===== config.mk =====
export PLATFORM = sky130hd
export DESIGN_NAME = barrier_sync
export DESIGN_NICKNAME = d
export VERILOG_FILES = /design/src/rtl/barrier_pkg.sv /design/src/rtl/barrier_cfg.sv /design/src/rtl/barrier_port.sv /design/src/rtl/barrier_count.sv /design/src/rtl/barrier_sync.sv
export SDC_FILE = /design/constraint.sdc
export NUM_CORES = 1
export LEC_CHECK = 0
export ABC_AREA = 1
export CAP_MARGIN = 20
export CORE_MARGIN = 3
export CORE_UTILIZATION = 55
export DETAILED_ROUTE_END_ITERATION = 7
export GPL_TIMING_DRIVEN = 0
export PLACE_DENSITY_LB_ADDON = 0.25
export SLEW_MARGIN = 20
export SYNTH_ARGS = -nofsm -noshare
export SYNTH_HDL_FRONTEND = slang
export SYNTH_HIERARCHICAL = 1
export SYNTH_SLANG_ARGS = --single-unit

===== constraint.sdc =====
create_clock -name clk -period 7.9 [get_ports clk]
set_input_delay 0.79 -clock clk [delete_from_list [all_inputs] [get_ports clk]]
set_output_delay 0.79 -clock clk [all_outputs]
set_load 0.03 [all_outputs]

===== src/rtl/barrier_pkg.sv =====
package barrier_pkg;

    typedef enum logic [1:0] {
        PS_IDLE = 2'd0,
        PS_WAIT = 2'd1,
        PS_GO   = 2'd2
    } pstate_e;

    function automatic logic count_in_range(input int unsigned c, input int unsigned n);
        return (c != 0) && (c <= n);
    endfunction

endpackage


===== src/rtl/barrier_cfg.sv =====
module barrier_cfg
    import barrier_pkg::*;
#(
    parameter int NPROC = 4,
    parameter int CW    = $clog2(NPROC + 1)
) (
    input  logic          clk,
    input  logic          rst,
    input  logic          we,
    input  logic [CW-1:0] count,
    output logic [CW-1:0] target,
    output logic          ready
);

    logic ok;
    assign ok = count_in_range(int'(count), NPROC);

    always_ff @(posedge clk) begin
        if (rst) begin
            target <= '0;
            ready  <= 1'b0;
        end else if (we) begin
            ready <= ok;
            if (ok) target <= count;
        end
    end

    p_bad_count_idle_r2: assert property (@(posedge clk) disable iff (rst)
        (we && !ok) |=> !ready);

endmodule


===== src/rtl/barrier_port.sv =====
module barrier_port
    import barrier_pkg::*;
(
    input  logic clk,
    input  logic rst,
    input  logic en,
    input  logic arrive,
    input  logic rel,
    output logic join_o,
    output logic go,
    output logic dbl
);

    pstate_e st, st_nx;
    logic    arr_q;

    assign join_o = en && arrive && (st == PS_IDLE);
    assign go     = (st == PS_GO);
    assign dbl    = (st == PS_WAIT) && arrive && !arr_q;

    always_comb begin
        st_nx = st;
        unique case (st)
            PS_IDLE: if (join_o) st_nx = rel ? PS_GO : PS_WAIT;
            PS_WAIT: if (rel)    st_nx = PS_GO;
            PS_GO:   if (!arrive) st_nx = PS_IDLE;
            default: st_nx = PS_IDLE;
        endcase
    end

    always_ff @(posedge clk) begin
        if (rst) begin
            st    <= PS_IDLE;
            arr_q <= 1'b0;
        end else begin
            st    <= st_nx;
            arr_q <= arrive;
        end
    end

    p_waiter_stays_r5: assert property (@(posedge clk) disable iff (rst)
        (st == PS_WAIT && !rel) |=> (st == PS_WAIT));

    p_grant_held_r7: assert property (@(posedge clk) disable iff (rst)
        (go && arrive) |=> go);

endmodule


===== src/rtl/barrier_count.sv =====
module barrier_count #(
    parameter int NPROC = 4,
    parameter int CW    = $clog2(NPROC + 1)
) (
    input  logic             clk,
    input  logic             rst,
    input  logic [NPROC-1:0] joins,
    input  logic [CW-1:0]    target,
    output logic             rel,
    output logic [CW-1:0]    cnt,
    output logic             flag
);

    typedef struct packed {
        logic [CW-1:0] cnt;
        logic          flag;
    } tally_t;

    tally_t      cur, nxt;
    logic [CW:0] nsum;
    logic [CW:0] total;

    always_comb begin
        nsum = '0;
        for (int i = 0; i < NPROC; i++)
            nsum = nsum + {{CW{1'b0}}, joins[i]};
        total = {1'b0, cur.cnt} + nsum;
        rel   = (nsum != '0) && (total >= {1'b0, target});
        nxt   = cur;
        if (rel) begin
            nxt.cnt  = '0;
            nxt.flag = 1'b1;
        end else if (nsum != '0) begin
            nxt.cnt = total[CW-1:0];
            if (cur.cnt == '0) nxt.flag = 1'b0;
        end
    end

    always_ff @(posedge clk) begin
        if (rst) cur <= '0;
        else     cur <= nxt;
    end

    assign cnt  = cur.cnt;
    assign flag = cur.flag;

    p_release_zeroes_r4: assert property (@(posedge clk) disable iff (rst)
        rel |=> (cnt == '0) && flag);

    p_first_clears_r6: assert property (@(posedge clk) disable iff (rst)
        ((cnt == '0) && (joins != '0) && !rel) |=> !flag);

endmodule


===== src/rtl/barrier_sync.sv =====
module barrier_sync
    import barrier_pkg::*;
#(
    parameter int NPROC = 4,
    localparam int CW   = $clog2(NPROC + 1)
) (
    input  logic             clk,
    input  logic             rst,
    input  logic             cfg_we,
    input  logic [CW-1:0]    cfg_count,
    input  logic [NPROC-1:0] arrive,
    output logic [NPROC-1:0] go_o,
    output logic [CW-1:0]    arrived_o,
    output logic             flag_o,
    output logic             ready_o,
    output logic             dbl_err_o
);

    logic [CW-1:0]    target;
    logic [NPROC-1:0] joins;
    logic [NPROC-1:0] dbl;
    logic             rel;
    logic             err_q;

    barrier_cfg #(.NPROC(NPROC), .CW(CW)) u_cfg (
        .clk(clk), .rst(rst), .we(cfg_we), .count(cfg_count),
        .target(target), .ready(ready_o)
    );

    barrier_count #(.NPROC(NPROC), .CW(CW)) u_cnt (
        .clk(clk), .rst(rst), .joins(joins), .target(target),
        .rel(rel), .cnt(arrived_o), .flag(flag_o)
    );

    for (genvar g = 0; g < NPROC; g++) begin : g_port
        barrier_port u_port (
            .clk(clk), .rst(rst), .en(ready_o), .arrive(arrive[g]),
            .rel(rel), .join_o(joins[g]), .go(go_o[g]), .dbl(dbl[g])
        );
    end

    always_ff @(posedge clk) begin
        if (rst)       err_q <= 1'b0;
        else if (|dbl) err_q <= 1'b1;
    end

    assign dbl_err_o = err_q;

    p_err_sticky_r8: assert property (@(posedge clk) disable iff (rst)
        dbl_err_o |=> dbl_err_o);

    p_idle_no_grant_r2: assert property (@(posedge clk) disable iff (rst)
        (!ready_o && go_o == '0) |=> (go_o == '0));

endmodule


==> flow_metrics.py <==
metrics = {
    "power": {
        "vdd_drop_max_mv": 0.0992,
        "p_int_uw": 160,
        "p_leak_nw": 0.755,
        "power.density_nw_per_um2": 161,
        "sequentialPowerShare": 0.498,
        "power_frac_comb": 0.283,
        "switchingPower_uw": 79.5,
        "switching_share": 0.332,
        "clkPwrFrac": 0.219,
    },
    "worst_setup_path": {
        "path_max_fanout": 4,
        "endpoint_kind": "flop",
        "reg2reg_to": "g_port[0].u_port/st[1]",
        "cp.required_ns": 8.11,
        "worst_setup_path_start_kind": "primary input",
        "worst_ep_arrival_time_ns": 4.48,
        "regToRegSetupSlack_ns": 4.16,
        "ff2ff_path_depth": 18,
        "rr_startpoint": "u_cfg/ready",
        "criticalPathCategory": "primary input to flop",
    },
    "synth": {
        "syn_avg_cell_area_um2": 6.59,
        "synth-seq-cells": 21,
        "syn_nets": 208,
        "yosysWarningCount": 6,
        "synth_cell_types": 18,
        "synthCells": 188,
        "netlist_area_um2": 1240,
        "ys_seq_area_frac": 0.339,
    },
    "floorplanning": {
        "die_h_um": 53.5,
        "die-area_um2": 2860,
        "rows": 16,
        "start_util": 0.607,
        "dieWidth_um": 53.5,
        "pin_count": 20,
        "fp.coreArea_um2": 2040,
    },
    "route": {
        "num_vias": 1155,
        "ant_nets": 0,
        "wl_mm": 2.41,
        "drt-pass1-iter-count": 4,
        "wire_per_inst_um": 10.1,
        "post-route-drc-count": 0,
        "first_iter_violations": 22,
        "vias_per_cell": 4.85,
    },
    "finish": {
        "nets": 232,
        "area_growth_pct": 20.2,
        "postLayoutCoreUtil": 0.729,
        "drive_above_1_share": 0.0758,
        "fillers": 186,
        "diodes": 0,
    },
    "sta": {
        "slew_violations": 0,
        "setup_viol": 0,
        "min_period_ns": 4.27,
        "rsz0062_at_grt": "false",
        "clock.fmax_mhz": 234,
        "relSlewSlack": 0.547,
        "fin_worst_skew_ns": 0.00309,
        "final.setup.tns_ns": 0,
        "setup_ws_ns": 3.63,
        "hold_viol": 0,
        "whs_ns": 0.458,
        "fin_crit_sh": 0.541,
        "worstMarginPinSlew_ns": 0.678,
    },
    "clocking": {
        "post_cts_buffers": 0,
        "clk_pin_slew_ns": 0.12,
        "cts_buffers": 3,
        "clkLatencyLatePin_ns": 0.30,
        "cts_tree": "built",
        "cts_hold_buf": 0,
        "cts_sinks": 21,
        "htreeDepth": 1,
        "post_cts_resized": 0,
        "cts_buffer_depth": 2,
        "root_buffer": "clkbuf_4",
    },
    "placement": {
        "dpl.hpwl_mm": 1.92,
        "gp_congestion": 0.822,
        "pre_cts_ws_ns": 3.31,
        "port-buffer-count": 19,
    },
    "global_routing": {
        "overflow": 0,
        "grt_usage": 0.200,
        "grt_pass1_vias": 1141,
        "grt_pass1_wl_mm": 4.26,
        "grt_max_degree": 18,
        "antenna_found_initial": 0,
    },
    "run": {
        "cap_violations": 0,
    },
    "min_path": {
        "hold_path_end": "u_cfg/target[2]",
        "hp-start": "u_cfg/target[2]",
        "hold_depth": 2,
        "hold_class": "flop to flop",
    },
    "status": {
        "outcome": "finished, final reports clean",
    },
}
-- kinds of logic (layout without fill, tap and decap cells) --
kind of cell	Yosys count	in the layout	synth area share
xor+xnor	1	1	0.00707
flops	21	21	0.339
compound gates	17	17	0.0687
simple gates	92	92	0.329
buf+inv	47	70	0.142
fa+ha+maj	10	10	0.113
-- critical path, cell delays in order --
cell and delay [ns]:
clkdlybuf4s50_1 0.53, nand2_1 0.10, nor3_1 0.25, fa_1 0.47, ha_1 0.19, ha_1 0.36, inv_1 0.08, fa_1 0.40
xnor2_1 0.17, ha_1 0.21, or2_0 0.23, a21oi_1 0.12, nand2_1 0.08, nand2_2 0.08, inv_1 0.12, nor2_2 0.14
nor2_2 0.04, nand2_1 0.09, nor2_1 0.04
-- state kept, by name, summed over array words and instances, names as in the netlist --
register             cells
g_port.u_port/st         8
g_port.u_port/arr_q      4
u_cfg/target             3
u_cnt/cnt                3
dbl_err_o                1
u_cfg/ready              1
u_cnt/flag               1
-- metal layers --
metal	vias up	wire length [um]	track usage
met5	-	0	0
met4	0	28	0.0894
met3	4	88	0.0282
met2	24	1200	0.371
met1	521	1090	0.218
li1	606	-	-
-- through the flow --
step / cells / area, um^2 / total power [mW]
final: 238 / 1490 / 0.239
after CTS: 238 / 1490 / 0.241
after global routing: 238 / 1490 / 0.256
after floorplan: 188 / 1240 / 0.167
after detailed placement: 234 / 1460 / 0.189
after global placement: 234 / 1460 / 0.185
-- worst max path at each step --
stage               from                      to  cells past startpoint
6_report       arrive[1]  g_port[0].u_port/st[1]                     19
5_1_grt        arrive[1]  g_port[0].u_port/st[1]                     19
4_1_cts        arrive[1]  g_port[0].u_port/st[1]                     19
3_5_place_dp   arrive[1]  g_port[0].u_port/st[1]                     19
3_3_place_gp   arrive[1]  g_port[0].u_port/st[1]                     19
2_1_floorplan  arrive[1]  g_port[0].u_port/st[1]                     18
-- cell usage after synthesis, drive strengths merged --
library cell	n	area share
fa	2	0.032
a21oi	12	0.048
ha	8	0.081
nor2	32	0.11
o21ai	5	0.020
dfxtp	21	0.34
xnor2	1	0.0071
nand2	44	0.14
inv	47	0.14
or2	1	0.0051
nor3	9	0.045
nand3	6	0.028
-- final cells by class --
cell class | instances | area [um^2] | area share
clock buffers | 4 | 26.3 | 0.0176
inverters | 47 | 176 | 0.118
multi-input cells | 120 | 642 | 0.431
flip-flops and latches | 21 | 420 | 0.282
well taps | 27 | 33.8 | 0.0227
repair buffers | 19 | 190 | 0.128
-- placed cells by master, fill, tap and decap left out, types with 2 or more instances in the layout --
cell type / n
inv_1: 46
nand2_1: 42
nor2_1: 24
dfxtp_1: 21
clkdlybuf4s50_1: 19
a21oi_1: 12
nor3_1: 8
nor2_2: 8
ha_1: 8
nand3_1: 5
o21ai_0: 4
clkbuf_4: 3
nand2_2: 2
fa_1: 2
-- power groups by stage --
stage / logic, mW / registers, mW / clock network [mW]
final: 0.0677 / 0.119 / 0.0524
after global routing: 0.0777 / 0.120 / 0.0580
after CTS: 0.0679 / 0.119 / 0.0543
after detailed placement: 0.0675 / 0.122 / 0
after global placement: 0.0642 / 0.121 / 0
after floorplan: 0.0416 / 0.125 / 0
Note: power is estimated with default switching activity, not from simulation.
